--- src/rtl/sir_tx_pkg.sv ---
package sir_tx_pkg;

    typedef enum logic [1:0] {
        ST_IDLE  = 2'd0,
        ST_START = 2'd1,
        ST_DATA  = 2'd2,
        ST_STOP  = 2'd3
    } tx_state_e;

    // Prescaled units per bit cell: pulse-clock rate over the base bit rate, rounded.
    function automatic int unsigned cell_units(int unsigned clk_hz, int unsigned base_rate);
        return (clk_hz + base_rate / 2) / base_rate;
    endfunction

endpackage

--- src/rtl/sir_prescaler.sv ---
module sir_prescaler #(
    parameter int DIV_W = 6
) (
    input  logic             clk,
    input  logic             rst_n,
    input  logic             clr,
    input  logic             run,
    input  logic             tick,
    input  logic [DIV_W-1:0] div_last,
    output logic             unit_stb
);

    logic [DIV_W-1:0] cnt_q;

    assign unit_stb = run && tick && (cnt_q == div_last);

    always_ff @(posedge clk or negedge rst_n) begin
        if (!rst_n) begin
            cnt_q <= '0;
        end else if (clr) begin
            cnt_q <= '0;
        end else if (run && tick) begin
            if (cnt_q == div_last) begin
                cnt_q <= '0;
            end else begin
                cnt_q <= cnt_q + 1'b1;
            end
        end
    end

endmodule

--- src/rtl/sir_cell_timer.sv ---
module sir_cell_timer #(
    parameter int UNIT_W = 8
) (
    input  logic              clk,
    input  logic              rst_n,
    input  logic              clr,
    input  logic              unit_stb,
    input  logic [UNIT_W-1:0] cell_last,
    input  logic [UNIT_W-1:0] pulse_last,
    output logic              cell_done,
    output logic              pulse_end
);

    logic [UNIT_W-1:0] unit_q;

    assign cell_done = unit_stb && (unit_q == cell_last);
    assign pulse_end = unit_stb && (unit_q == pulse_last);

    always_ff @(posedge clk or negedge rst_n) begin
        if (!rst_n) begin
            unit_q <= '0;
        end else if (clr) begin
            unit_q <= '0;
        end else if (unit_stb) begin
            if (unit_q == cell_last) begin
                unit_q <= '0;
            end else begin
                unit_q <= unit_q + 1'b1;
            end
        end
    end

endmodule

--- src/rtl/sir_cfg_latch.sv ---
module sir_cfg_latch #(
    parameter int DIV_W   = 6,
    parameter int PW_W    = 5,
    parameter int UNIT_W  = 8,
    parameter int UNIT_LO = 69,
    parameter int UNIT_HI = 139
) (
    input  logic              clk,
    input  logic              rst_n,
    input  logic              load,
    input  logic              clk_sel,
    input  logic [DIV_W-1:0]  div_in,
    input  logic [PW_W-1:0]   pw_in,
    output logic [DIV_W-1:0]  div_last,
    output logic [UNIT_W-1:0] cell_last,
    output logic [UNIT_W-1:0] pulse_last
);

    localparam logic [UNIT_W-1:0] LAST_LO = UNIT_W'(UNIT_LO - 1);
    localparam logic [UNIT_W-1:0] LAST_HI = UNIT_W'(UNIT_HI - 1);

    logic [UNIT_W-1:0] cell_sel;
    logic [UNIT_W-1:0] pw_ext;
    logic [UNIT_W-1:0] pw_fit;

    assign cell_sel = clk_sel ? LAST_HI : LAST_LO;
    assign pw_ext   = UNIT_W'(pw_in);

    generate
        if ((1 << PW_W) <= UNIT_LO) begin : g_no_clamp
            // Every pulse setting already fits inside the shortest cell.
            assign pw_fit = pw_ext;
        end else begin : g_clamp
            assign pw_fit = (pw_ext > cell_sel) ? cell_sel : pw_ext;
        end
    endgenerate

    always_ff @(posedge clk or negedge rst_n) begin
        if (!rst_n) begin
            div_last   <= '0;
            cell_last  <= LAST_LO;
            pulse_last <= '0;
        end else if (load) begin
            div_last   <= div_in;
            cell_last  <= cell_sel;
            pulse_last <= pw_fit;
        end
    end

endmodule

--- src/rtl/sir_pulse_tx.sv ---
module sir_pulse_tx #(
    parameter int LO_CLK_HZ = 8_000_000,
    parameter int HI_CLK_HZ = 16_000_000,
    parameter int BASE_RATE = 115_200,
    parameter int DIV_W     = 6,
    parameter int PW_W      = 5,
    parameter int DATA_W    = 8
) (
    input  logic              clk,
    input  logic              rst_n,
    input  logic              tick,
    input  logic              clk_sel,
    input  logic [DIV_W-1:0]  baud_div,
    input  logic [PW_W-1:0]   pulse_len,
    input  logic              tx_inv,
    input  logic [DATA_W-1:0] tx_data,
    input  logic              tx_valid,
    output logic              tx_ready,
    output logic              ir_tx
);

    import sir_tx_pkg::*;

    localparam int UNIT_LO = int'(cell_units(LO_CLK_HZ, BASE_RATE));
    localparam int UNIT_HI = int'(cell_units(HI_CLK_HZ, BASE_RATE));
    localparam int UNIT_MX = (UNIT_HI > UNIT_LO) ? UNIT_HI : UNIT_LO;
    localparam int UNIT_W  = ($clog2(UNIT_MX + 1) > PW_W) ? $clog2(UNIT_MX + 1) : PW_W;
    localparam int IDX_W   = (DATA_W > 1) ? $clog2(DATA_W) : 1;
    localparam logic [IDX_W-1:0] IDX_LAST = IDX_W'(DATA_W - 1);

    tx_state_e         state_q;
    tx_state_e         state_d;
    logic [DATA_W-1:0] shift_q;
    logic [IDX_W-1:0]  idx_q;
    logic              line_q;
    logic              accept;
    logic              running;
    logic              unit_stb;
    logic              cell_done;
    logic              pulse_end;
    logic [DIV_W-1:0]  div_last;
    logic [UNIT_W-1:0] cell_last;
    logic [UNIT_W-1:0] pulse_last;

    assign tx_ready = (state_q == ST_IDLE);
    assign accept   = tx_ready && tx_valid;
    assign running  = (state_q != ST_IDLE);
    assign ir_tx    = line_q ^ tx_inv;

    sir_cfg_latch #(
        .DIV_W  (DIV_W),
        .PW_W   (PW_W),
        .UNIT_W (UNIT_W),
        .UNIT_LO(UNIT_LO),
        .UNIT_HI(UNIT_HI)
    ) u_cfg (
        .clk       (clk),
        .rst_n     (rst_n),
        .load      (accept),
        .clk_sel   (clk_sel),
        .div_in    (baud_div),
        .pw_in     (pulse_len),
        .div_last  (div_last),
        .cell_last (cell_last),
        .pulse_last(pulse_last)
    );

    sir_prescaler #(
        .DIV_W(DIV_W)
    ) u_pre (
        .clk     (clk),
        .rst_n   (rst_n),
        .clr     (accept),
        .run     (running),
        .tick    (tick),
        .div_last(div_last),
        .unit_stb(unit_stb)
    );

    sir_cell_timer #(
        .UNIT_W(UNIT_W)
    ) u_cell (
        .clk       (clk),
        .rst_n     (rst_n),
        .clr       (accept),
        .unit_stb  (unit_stb),
        .cell_last (cell_last),
        .pulse_last(pulse_last),
        .cell_done (cell_done),
        .pulse_end (pulse_end)
    );

    // State register
    always_ff @(posedge clk or negedge rst_n) begin
        if (!rst_n) begin
            state_q <= ST_IDLE;
        end else begin
            state_q <= state_d;
        end
    end

    // Next-state logic
    always_comb begin
        state_d = state_q;
        unique case (state_q)
            ST_IDLE:  if (accept)                         state_d = ST_START;
            ST_START: if (cell_done)                      state_d = ST_DATA;
            ST_DATA:  if (cell_done && idx_q == IDX_LAST) state_d = ST_STOP;
            ST_STOP:  if (cell_done)                      state_d = ST_IDLE;
            default:                                      state_d = ST_IDLE;
        endcase
    end

    // Output and datapath registers
    always_ff @(posedge clk or negedge rst_n) begin
        if (!rst_n) begin
            shift_q <= '0;
            idx_q   <= '0;
            line_q  <= 1'b0;
        end else if (accept) begin
            shift_q <= tx_data;
            idx_q   <= '0;
            line_q  <= 1'b1;
        end else if (cell_done) begin
            unique case (state_q)
                ST_START: begin
                    line_q <= ~shift_q[0];
                end
                ST_DATA: begin
                    shift_q <= shift_q >> 1;
                    if (idx_q == IDX_LAST) begin
                        line_q <= 1'b0;
                    end else begin
                        idx_q  <= idx_q + 1'b1;
                        line_q <= ~shift_q[1];
                    end
                end
                ST_STOP: begin
                    line_q <= 1'b0;
                end
                default: begin
                    line_q <= 1'b0;
                end
            endcase
        end else if (pulse_end) begin
            line_q <= 1'b0;
        end
    end

endmodule

--- config.mk ---
export PLATFORM = sky130hd
export DESIGN_NAME = sir_pulse_tx
export DESIGN_NICKNAME = d
export VERILOG_FILES = /design/src/rtl/sir_tx_pkg.sv /design/src/rtl/sir_prescaler.sv /design/src/rtl/sir_cell_timer.sv /design/src/rtl/sir_cfg_latch.sv /design/src/rtl/sir_pulse_tx.sv
export SDC_FILE = /design/constraint.sdc
export NUM_CORES = 1
export LEC_CHECK = 0
export BUFFER_PORTS_ARGS = -buffer_cell sky130_fd_sc_hd__clkbuf_2
export CAP_MARGIN = 20
export CORE_MARGIN = 1
export CORE_UTILIZATION = 25
export DETAILED_ROUTE_END_ITERATION = 12
export PLACE_DENSITY = 0.44
export SLEW_MARGIN = 20
export SYNTH_ARGS = -nofsm -noshare
export SYNTH_HDL_FRONTEND = slang
export SYNTH_SLANG_ARGS = --single-unit
export TNS_END_PERCENT = 20
--- constraint.sdc ---
create_clock -name clk -period 4.55 [get_ports clk]
set_input_delay 0.91 -clock clk [delete_from_list [all_inputs] [get_ports clk]]
set_output_delay 0.91 -clock clk [all_outputs]
set_load 0.01 [all_outputs]
# After elaboration in Yosys (flattened, before gate mapping)
# Index checks and enable logic that the tools add are counted.
[word_totals]
inputBits = 25
ff_bits = 47
output_inout_bits = 2
[op_classes]
muxes = 24
n_reduce_logical = 16
n_eq_ne = 12
addsub = 3
n_bitwise = 3
[op_table]
columns = ["op", "count"]
rows = [
  ["$mux W8", 7],
  ["$mux W6", 3],
  ["$mux W3", 4],
  ["$reduce_bool A2 Y1", 5],
  ["$add A8 B1 Y8 const B", 1],
  ["$eq A8 B5 Y1", 1],
  ["$eq A8 B8 Y1", 1],
  ["$mux W2", 4],
  ["$ne A2 B2 Y1 const B", 4],
  ["$pmux W2 S4", 1],
  ["$add A6 B1 Y6 const B", 1],
  ["$eq A6 B6 Y1", 1],
  ["$logic_and A1 B1 Y1", 6],
  ["$eq A2 B2 Y1 const B", 2],
  ["$mux W1", 4],
  ["$reduce_and A4 Y1", 1],
  ["$add A3 B1 Y3 const B", 1],
  ["$eq A3 B3 Y1 const B", 1],
  ["$reduce_and A3 Y1", 1],
  ["$reduce_bool A3 Y1", 1],
  ["$eq A2 B1 Y1 const B", 1],
  ["$logic_not A2 Y1", 1],
  ["$ne A2 B1 Y1 const B", 1],
  ["$not A1 Y1", 2],
  ["3 further kinds", 3],
]

# Logic depth before layout (Yosys ltp)
# Gate-level depths: netlist of the first run.
[depth]
word_depth = 7
ltp_mapped = 9
depth_no_buf = 8

# Hierarchy
# Synthesis of the first run repeated with hierarchy kept, for this count alone.
[hier_totals]
hier_cells = 228
hier_area_um2 = 2458.6
[modules_own_cells]
columns = ["mod", "n_inst", "cells_each", "area_each_um2"]
rows = [
  ["sir_pulse_tx", 1, 75, 777.0],
  ["sir_cell_timer", 1, 75, 676.9],
  ["sir_cfg_latch", 1, 38, 591.8],
  ["sir_prescaler", 1, 40, 412.9],
]

# Worst setup path before layout of the first run
# No wires, ideal clock.
[synth_timing]
path_kind = "input to register"
startpoint = "input tick"
endpoint = "register u_cell.unit_q[7]"
path_stages = 6
path_slack_ns = 2.338
path_buffers = 0
arrival_time_ns = 2.081
cell_sequence = "nor2b_1 > and3_1 > nand2_2 > a2111oi_0 > xnor2_1 > nor2_1"
[synth_via]
elab_chain_cells = 3
[synth_lines]
columns = ["item", "line_no", "source"]
rows = [
  ["from (decl)", "sir_pulse_tx.sv:11", "input logic tick,"],
  ["$logic_and A1 B1 Y1 (2 in a row)", "sir_prescaler.sv:15", "assign unit_stb = run && tick && (cnt_q == div_last);"],
  ["$reduce_bool A2 Y1 (no source line)", "n/a", ""],
  ["to (signal assigned)", "sir_cell_timer.sv:28", "unit_q <= unit_q + 1'b1;"],
  ["to (decl)", "sir_cell_timer.sv:14", "logic [UNIT_W-1:0] unit_q;"],
]
# Every way passes these cells.
# A chain may end at the register's enable or synchronous reset.

# Worst setup path after layout of the first run
[layout_timing]
startpoint = "register state_q[0]"
endpoint = "register u_cell.unit_q[5]"
[layout_via]
elab_chain_cells = 4
[layout_lines]
columns = ["item", "line_no", "source"]
rows = [
  ["from (decl)", "sir_pulse_tx.sv:31", "tx_state_e state_q;"],
  ["from (signal assigned)", "sir_pulse_tx.sv:98", "state_q <= state_d;"],
  ["$reduce_bool A2 Y1", "sir_pulse_tx.sv:47", "assign running = (state_q != ST_IDLE);"],
  ["$logic_and A1 B1 Y1 (2 in a row)", "sir_prescaler.sv:15", ""],
  ["$reduce_bool A2 Y1 (no source line)", "n/a", ""],
]
# Parallel ways exist; a longest one is shown, timed or not.

==> run summary, run 1 <==
Ports: 27
Largest net degree at the start of global routing: 42
Die area: 9000 um2
GRT Overall Usage: 11.2%
FF-to-FF path depth: 8
Hold Path Origin: shift_q[5]
Final setup fails: 0
Fmax: 429 MHz
Most frequent cells in the layout: nand2_1 (56), dfrtp_1 (40), clkbuf_2 (26)
Top-area cell type share of the netlist area: 46.4%
Ys async rst share: 100%
Routed WL: 4.47 mm
Worst path cell trace: inv_1 -> ha_1 -> and2_1 -> buf_4 -> a21o_1 -> nand4_1 -> or3_1 -> a21oi_1
Clock transition at path regs: 90 ps
Clk Latency, worst-skew pair: 300 ps
Final Util: 30.3%
Maximum VDD drop: 183 uV
Yosys top cell by area: dfrtp_1
CP Launch Type: flop
PwrDens: 569 nW/um2
Worst slew pin tran: 589 ps
Synthesis-to-layout area growth: 16.5%
Antenna viol nets, final: 0
Layout net count: 286
Fin Setup TNS: 0 ps
Dpl cell area: 2400 um2
Syn_area_per_cell: 9.58 um2
Switch share: 38.1%
CTS Buf Count: 5
Routed vias: 1580
Main synth FF type: dfrtp_1
Final hold vios: 0
Yosys warning total: 0
CTS Buffer Depth: 2
RSZ-0062 raised after global routing: no
Number of synthesized flops with an enable pin: 0
Layout cells sized above 1: 18.5%
Net Sw Power: 0.000543 W
Post-synthesis compound-gate area fraction: 10.0%
Core Box Area: 8300 um2
Commonest non-fill, non-tap cell in the layout: nand2_1
Final instance area: 2510 um2
Sequential area share after synthesis: 47.6%
Layout Skew: 10.4 ps
Flop2flop setup slack: 2220 ps
Starting Density: 26.0%
Post-route DRC violation count: 0
Initial DRC count: 72
Crit Path Category: reg -> reg
Synth Net Count: 258
Mapped Area: 2160 um2
Root buffer cell: clkbuf_8
H-tree depth: 2
Setup bufs post-CTS: 0
WL per Instance: 12.4 um
Reg2reg end: u_cell.unit_q[5]
CP Max Fanout: 23
Initial antenna violation count: 0
Hold path endpoint: shift_q[5]
Slowest CP cell: dfrtp_1
DPL Wire Length: 3.22 mm
Drt via density: 4.40
Flops & latches, synth: 41
Crit path DAT: 2560 ps
Post-Syn Instances: 225
Clk network pwr share: 21.6%
# resized after CTS: 0
Gate power share: 37.2%
Crit path time final: 2330 ps
Die Wd: 94.9 um
Global-route wire length before repair: 7.66 mm
Number of global-route vias before repair: 1621
Data required, critical path: 4780 ps
Post-Synth Simple-Gate Area: 21.0%
Crit path setup slack, layout: 2220 ps
Worst slew margin: 60.6%
GP Congestion: 0.744
CTS sink count: 41
Tcrit/Tclk final: 51.2%
Largest family of logic cells by synthesized area: simple AND/OR/NAND/NOR gates
Area share of fa/ha/maj cells after synthesis: 4.64%
Post-Synth XOR/XNOR Area: 8.13%
Max-capacitance violation count: 0
Netlist cell types: 42
Leakage Power: 1.16 nW
TritonCTS clock tree: done
Fin Hold WS: 491 ps
Router iterations before antenna repair: 4
Hold crit path type: reg -> reg
Chip height: 94.9 um
Seq pwr share: 41.2%
Status: finished clean
Max stage delay on crit path: 420 ps
P_int: 0.000884 W
Pre-CTS setup slack: 2000 ps
Grt total ovfl: 0
Area contributors post-synth: dfrtp_1 (46%), nand2_1 (9.8%), mux2i_1 (5.1%), ha_1 (4.6%), o21ai_0 (4.2%)
Port Buf Inserts: 26
FP Rows: 33
Setup crit end kind: flop
Post-synthesis mux area share: 5.63%
Max-slew violations: 0
Hold Buf Count CTS: 0
Number of inserted diodes: 0
FF-to-FF Start: state_q[0]
Hold Path Depth: 2
## sequential cells by signal (all words and copies together) (netlist names)
| register | count |
|---|---|
| u_pre.cnt_q | 6 |
| line_q | 1 |
| idx_q | 3 |
| u_cfg.cell_last | 2 |
| u_cfg.pulse_last | 5 |
| u_cfg.div_last | 6 |
| state_q | 2 |
| u_cell.unit_q | 8 |
| shift_q | 8 |
## synth_stat cells, drive strengths merged, types with 2 or more instances
cell	count
nand2	58
dfrtp	40
o21ai	20
nor2	14
mux2i	11
xnor2	10
xor2	10
ha	8
inv	7
nand4	5
a21oi	4
clkbuf	4
nand3	4
buf	3
nor2b	3
and3	2
and4	2
nor3	2
nor4	2
or3	2
## layout make-up
| type | count | area, um2 |
|---|---|---|
| fill | 877 | 5790 |
| timing repair buffer | 28 | 145 |
| clock inverter | 3 | 46.3 |
| tap | 105 | 131 |
| clock buffer | 5 | 68.8 |
| inverter | 7 | 26.3 |
| sequential | 41 | 1030 |
| multi-input combinational | 170 | 1070 |
## critical path: cells and delay by family, from the launching register on
kind	cells	cell delay (ps)
adders and majority gates	1	290
DFF	1	420
and+or+nand+nor	3	780
buffers and inverters	2	430
AOI/OAI and AO/OA	2	340
## metrics by stage
step,total power [W],std cells
finish,0.00143,359
global route,0.00155,359
CTS,0.00145,359
detailed placement,0.00114,351
global placement,0.00113,351
floorplan,0.000996,225
## worst max path at each step
stage / start / to / slack [ps]
5_1_grt: state_q[0] / u_cell.unit_q[5] / 1990
4_1_cts: state_q[0] / u_cell.unit_q[5] / 2180
3_3_place_gp: tx_valid / u_cell.unit_q[5] / 2040
2_1_floorplan: tick / u_cell.unit_q[7] / 2340
6_report: state_q[0] / u_cell.unit_q[5] / 2220
3_5_place_dp: tx_valid / u_cell.unit_q[5] / 2000
## per-layer routing
metal,track usage (%),vias up,share of wire [%]
met1,14.6,745,52
li1,-,814,-
met5,0,-,0
met3,2.58,5,2.6
met2,17.6,16,44
met4,5.30,0,1.7
## power groups by stage
stage               logic, W  registers [W]  clock network, W
floorplan           0.000425       0.000571                 0
global placement    0.000534       0.000599                 0
detailed placement  0.000538       0.000599                 0
CTS                 0.000540       0.000592          0.000314
global route        0.000613       0.000610          0.000327
finish              0.000531       0.000589          0.000308
## cell families after synthesis
| family | Yosys count |
|---|---|
| AOI/OAI and AO/OA | 33 |
| xor gates and xnor gates | 20 |
| adders and majority gates | 8 |
| buffers and inverters | 14 |
| DFF | 41 |
| muxes | 12 |
| and+or+nand+nor | 97 |
Power figures use the tool's default switching activity.
==> run 2: changes to the inputs <==
==> constraint.sdc (replaced) <==
create_clock -name clk -period 2.2 [get_ports clk]
set_input_delay 0.44 -clock clk [delete_from_list [all_inputs] [get_ports clk]]
set_output_delay 0.44 -clock clk [all_outputs]
set_load 0.01 [all_outputs]
==> run 2 against run 1 <==
Critical path depth decreased by 2. First-iteration DRC count decreased by 25%. Clock skew increased by 1.7 ps. Non-clock buffer count increased by 11. Die area unchanged. Global-route usage increased by 0.16 points. Combinational power increased by 120%. Clock-buffer cell count unchanged. Via count increased by 2.4%.
==> run summary, run 2 (synthesis gave the netlist of run 1 again) <==
Global-route wire length before repair: 7.73 mm
H-tree depth: 2
Design Power: 0.00312 W
Synthesis-to-layout area growth: 21.8%
Post-route DRC violation count: 0
Maximum VDD drop: 508 uV
WL per Instance: 12.2 um
CTS Buffer Depth: 2
GRT Overall Usage: 11.4%
Worst slew pin tran: 604 ps
Die Wd: 94.9 um
Crit path time final: 2110 ps
Sequential cell area: 1030 um2
Chip height: 94.9 um
Most frequent cells in the layout: nand2_1 (56), dfrtp_1 (40), clkbuf_2 (26)
DPL Wire Length: 3.44 mm
Data required, critical path: 2390 ps
Root buffer cell: clkbuf_8
Core Box Area: 8300 um2
Layout net count: 297
Initial antenna violation count: 0
FP Rows: 33
Grt total ovfl: 0
Tcrit/Tclk final: 95.8%
Clk Latency, worst-skew pair: 300 ps
Multi-input logic area: 1070 um2
CTS Buf Count: 5
Crit path DAT: 2300 ps
Crit Path Category: reg -> reg
Starting Density: 26.0%
Routed WL: 4.52 mm
Inst Count DP: 361
GP Congestion: 0.786
Final hold vios: 0
Largest net degree at the start of global routing: 24
Final setup fails: 0
Layout fillers: 859
Leakage Power: 1.24 nW
Die area: 9000 um2
Port Buf Inserts: 26
PwrDens: 1190 nW/um2
RSZ-0062 raised after global routing: yes
Worst slew margin: 59.8%
Ports: 27
CP Max Fanout: 3
Max-capacitance violation count: 0
Crit path setup slack, layout: 91.5 ps
Layout cells sized above 1: 21.9%
Antenna viol nets, final: 0
Pre-CTS setup slack: 101 ps
Layout Skew: 12.1 ps
Fin Setup TNS: 0 ps
Number of global-route vias before repair: 1615
Clock transition at path regs: 90 ps
Top Registers: shift_q (8), u_cell.unit_q (8)
Routed vias: 1618
Router iterations before antenna repair: 4
Fmax: 474 MHz
CTS sink count: 41
Initial DRC count: 54
Number of inserted diodes: 0
Commonest non-fill, non-tap cell in the layout: nand2_1
Hold Buf Count CTS: 0
Hold crit path type: in -> async
Layout Cells excl Fill: 370
CP Launch Type: flop
TritonCTS clock tree: done
Drt via density: 4.37
Setup crit end kind: flop
Status: finished clean
Max-slew violations: 0
## run 2: cell count changes in the layout (fill, tap and decap cells not counted)
cell        previous run  this run
a2111oi_0              1         0
a2111oi_1              0         1
buf_12                 0         1
buf_4                  2        12
bufinv_16              1         2
clkinv_2               0         1
clkinv_4               1         0
clkinvlp_4             1         0
## run 2: area by class of cell
class	count	area share [%]
multi-input combinational	170	40.6
sequential	41	39.1
timing repair buffer	39	9.15
tap	105	5.00
clock buffer	5	2.62
clock inverter	3	2.48
inverter	7	1.00
## run 2: what timing repair did
| item | in CTS | in global routing |
|---|---|---|
| gates resized for setup | 0 | 1 |
| endpoints found under the setup margin | 0 | 6 |
| buffers inserted | 0 | 1 |
## run 2: worst max-delay path, stage by stage, from the launching register on
cell	delay [ps]
dfrtp_1	410
or4_4	550
a22oi_4	180
and4_4	260
o21ai_1	100
a21oi_2	170
mux2_1	330
## run 2: report_power, final
group	total [W]	switching (W)	internal, W
Clock	0.000726	0.000275	0.000451
Combinational	0.00119	0.000655	0.000537
Sequential	0.00121	0.000193	0.00101
## run 2: worst paths after layout
check | start | end | slack (ps) | depth (start not counted)
setup / recovery | u_cfg.cell_last[3] | state_q[1] | 90 | 6
hold / removal | rst_n | shift_q[1] | 110 | 1
setup reg to reg | u_cfg.cell_last[3] | state_q[1] | 90 | 6
hold reg to reg | shift_q[2] | shift_q[2] | 490 | 2
max in group asynchronous | rst_n | u_cfg.cell_last[6] | 1500 | 2
min in group clk | baud_div[4] | u_cfg.div_last[4] | 330 | 3
## run 2: routing by layer
| layer | vias up | global-route usage [%] | wire length (um) |
|---|---|---|---|
| met1 | 756 | 15.3 | 2330 |
| met4 | 0 | 3.66 | 57 |
| met2 | 22 | 17.4 | 1980 |
| li1 | 835 | - | - |
| met5 | - | 0 | 0 |
| met3 | 5 | 3.54 | 149 |
## run 2: per-stage QoR
step / util (%) / area [um2] / hold slack, ps
2_1_floorplan: - / 2160 / 144
3_3_place_gp: 29.9 / 2480 / 456
3_5_place_dp: 29.9 / 2480 / 456
4_1_cts: 31.5 / 2620 / 129
5_1_grt: 31.6 / 2630 / 132
6_report: 31.6 / 2630 / 111
==> run 3: changes to the inputs <==
--- a/config.mk
+++ b/config.mk
@@ -10,9 +10,10 @@
 export CORE_MARGIN = 1
 export CORE_UTILIZATION = 25
 export DETAILED_ROUTE_END_ITERATION = 12
-export PLACE_DENSITY = 0.44
+export GPL_ROUTABILITY_DRIVEN = 1
 export SLEW_MARGIN = 20
 export SYNTH_ARGS = -nofsm -noshare
 export SYNTH_HDL_FRONTEND = slang
+export SYNTH_HIERARCHICAL = 1
 export SYNTH_SLANG_ARGS = --single-unit
 export TNS_END_PERCENT = 20
==> run 3 against run 2 <==
Area after synthesis rose by 14%. Combinational power up 3%. Power rose by 2.9%. Sequential share of layout area shrank 3.9 points. Cell area rose by 11%. Largest power group unchanged. Non-clock buffer count rose by 2. Clock-buffer cell count stayed put. First-iteration DRC count fell by 56%. Wire length rose by 7.2%.
==> run summary, run 3 <==
CTS Buffer Depth: 2
Post-Syn Instances: 228
Post-route DRC violation count: 0
TritonCTS clock tree: done
Fin Setup TNS: 0 ps
Number of global-route vias before repair: 1761
Dpl cell area: 2770 um2
Synth top cells by count: dfrtp_1 (40), nand2_1 (19), xor2_1 (17)
Setup crit end kind: flop
Largest net degree at the start of global routing: 42
Netlist cell types: 45
Yosys top cell by area: dfrtp_1
Antenna viol nets, final: 0
Hold crit path type: in -> async
Crit path DAT: 2270 ps
Final hold vios: 0
Inst Count DP: 383
Initial antenna violation count: 0
DPL Wire Length: 3.62 mm
Top-area cell type share of the netlist area: 40.7%
Synthesis-to-layout area growth: 18.7%
Layout net count: 295
Final instance area: 2920 um2
RSZ-0062 raised after global routing: no
GRT Overall Usage: 10.7%
Setup bufs post-CTS: 0
Maximum VDD drop: 524 uV
Crit Path Category: reg -> reg
Layout Cells excl Fill: 391
Area contributors post-synth: dfrtp_1 (41%), mux2_4 (6.1%), xor2_1 (6.1%), xnor2_1 (4.6%), ha_1 (4.6%)
PwrDens: 1100 nW/um2
Layout fillers: 1009
Flops & latches, synth: 41
H-tree depth: 2
Grt total ovfl: 0
Port Buf Inserts: 26
Crit path time final: 2070 ps
Number of inserted diodes: 0
Fmax: 483 MHz
Most frequent cells in the layout: dfrtp_1 (40), clkbuf_2 (26), nand2_1 (19)
Routed WL: 4.84 mm
Data required, critical path: 2400 ps
Layout Skew: 10.5 ps
Starting Density: 26.2%
Chip height: 101 um
Max-capacitance violation count: 0
CP Launch Type: flop
Sequential area share after synthesis: 41.8%
Die Wd: 101 um
Core Box Area: 9370 um2
CP Max Fanout: 9
Global-route wire length before repair: 8.57 mm
Tcrit/Tclk final: 94.1%
Mapped Area: 2460 um2
CTS sink count: 41
Leakage Power: 1.37 nW
Ys async rst share: 100%
Root buffer cell: clkbuf_8
Yosys warning total: 6
Max-slew violations: 0
FP Rows: 35
Worst slew margin: 64.8%
Number of synthesized flops with an enable pin: 0
Design Power: 0.00321 W
Clk Latency, worst-skew pair: 300 ps
Initial DRC count: 24
Drt via density: 4.30
Status: finished clean
Final setup fails: 0
GP Congestion: 0.873
Syn_area_per_cell: 10.8 um2
Routed vias: 1683
WL per Instance: 12.4 um
Worst slew pin tran: 528 ps
Die area: 10200 um2
Layout cells sized above 1: 31.7%
Most frequent cell after synthesis: dfrtp_1
Router iterations before antenna repair: 4
Top Registers: shift_q (8), u_cell/unit_q (8)
Ports: 27
Final Util: 31.1%
Commonest non-fill, non-tap cell in the layout: dfrtp_1
CTS Buf Count: 5
Clock transition at path regs: 90 ps
Main synth FF type: dfrtp_1
[run 3: cell count changes in the layout (fill, tap and decap cells not counted), sizes merged, moves of 3 or more]
cell,previous run,this run
nor2,14,10
xnor2,10,13
mux2,1,13
conb,0,6
o211ai,0,5
nor2b,3,0
nand2,58,20
xor2,10,17
a211oi,0,6
o21ai,20,14
nand2b,1,4
[run 3: path summary, 6_finish.rpt]
check                            from                  to  slack [ps]  depth (start not counted)
setup / recovery           state_q[0]          state_q[1]         130                          9
hold / removal                  rst_n          shift_q[6]         190                          2
setup reg to reg           state_q[0]          state_q[1]         130                          9
hold reg to reg            shift_q[7]          shift_q[7]         510                          2
max in group asynchronous       rst_n  u_cfg/cell_last[6]        1630                          2
min in group clk              clk_sel  u_cfg/cell_last[6]         300                          2
[run 3: report_power, final]
| part | internal, W | total, W | switching [W] |
|---|---|---|---|
| logic | 0.000660 | 0.00123 | 0.000565 |
| registers | 0.00101 | 0.00126 | 0.000243 |
| clock network | 0.000451 | 0.000734 | 0.000283 |
[run 3: timing repair]
item | in CTS | in global routing
gates resized for setup | 0 | 4
setup endpoints to repair | 0 | 10
hold buffers | 0 | 0
[run 3: kinds of logic (layout without fill, tap and decap cells)]
group | count (synthesis) | count (layout) | synth area share, %
compound gates | 37 | 37 | 11.4
xor+xnor | 30 | 30 | 10.7
fa+ha+maj | 9 | 9 | 4.58
buf+inv | 28 | 57 | 6.46
flops | 41 | 41 | 41.8
mux | 23 | 23 | 11.6
other cells | 1 | 6 | 0.153
simple gates | 59 | 59 | 13.4
[run 3: worst max-delay path, stage by stage, from the launching register on]
cell	delay, ps
dfrtp_1	440
inv_2	90
ha_4	180
inv_4	70
and2_1	150
and2_4	200
and2_2	210
a21bo_1	140
o221a_4	190
mux2_4	290
[run 3: through the flow]
stage	hold WS (ps)	worst slack [ps]
after floorplan	144	10.5
after global placement	488	170
after detailed placement	492	86.3
after CTS	224	65.9
after global routing	242	1.61
final	189	131
[run 3: layout make-up]
cell class	instances	area, um2	area share, %
Clock inverter	3	65.1	2.23
Clock buffer	5	68.8	2.36
Inverter	8	32.5	1.11
Timing Repair Buffer	41	243	8.32
Tap cell	129	161	5.53
Sequential cell	41	1030	35.2
Multi-Input combinational cell	164	1320	45.2
[run 3: metal layers]
| metal | vias to the layer above | GRT usage (%) | share of wire (%) |
|---|---|---|---|
| met1 | 804 | 15.1 | 52 |
| li1 | 839 | - | - |
| met2 | 34 | 16.1 | 42 |
| met3 | 6 | 2.48 | 4.0 |
| met5 | - | 0 | 0 |
| met4 | 0 | 3.57 | 1.3 |
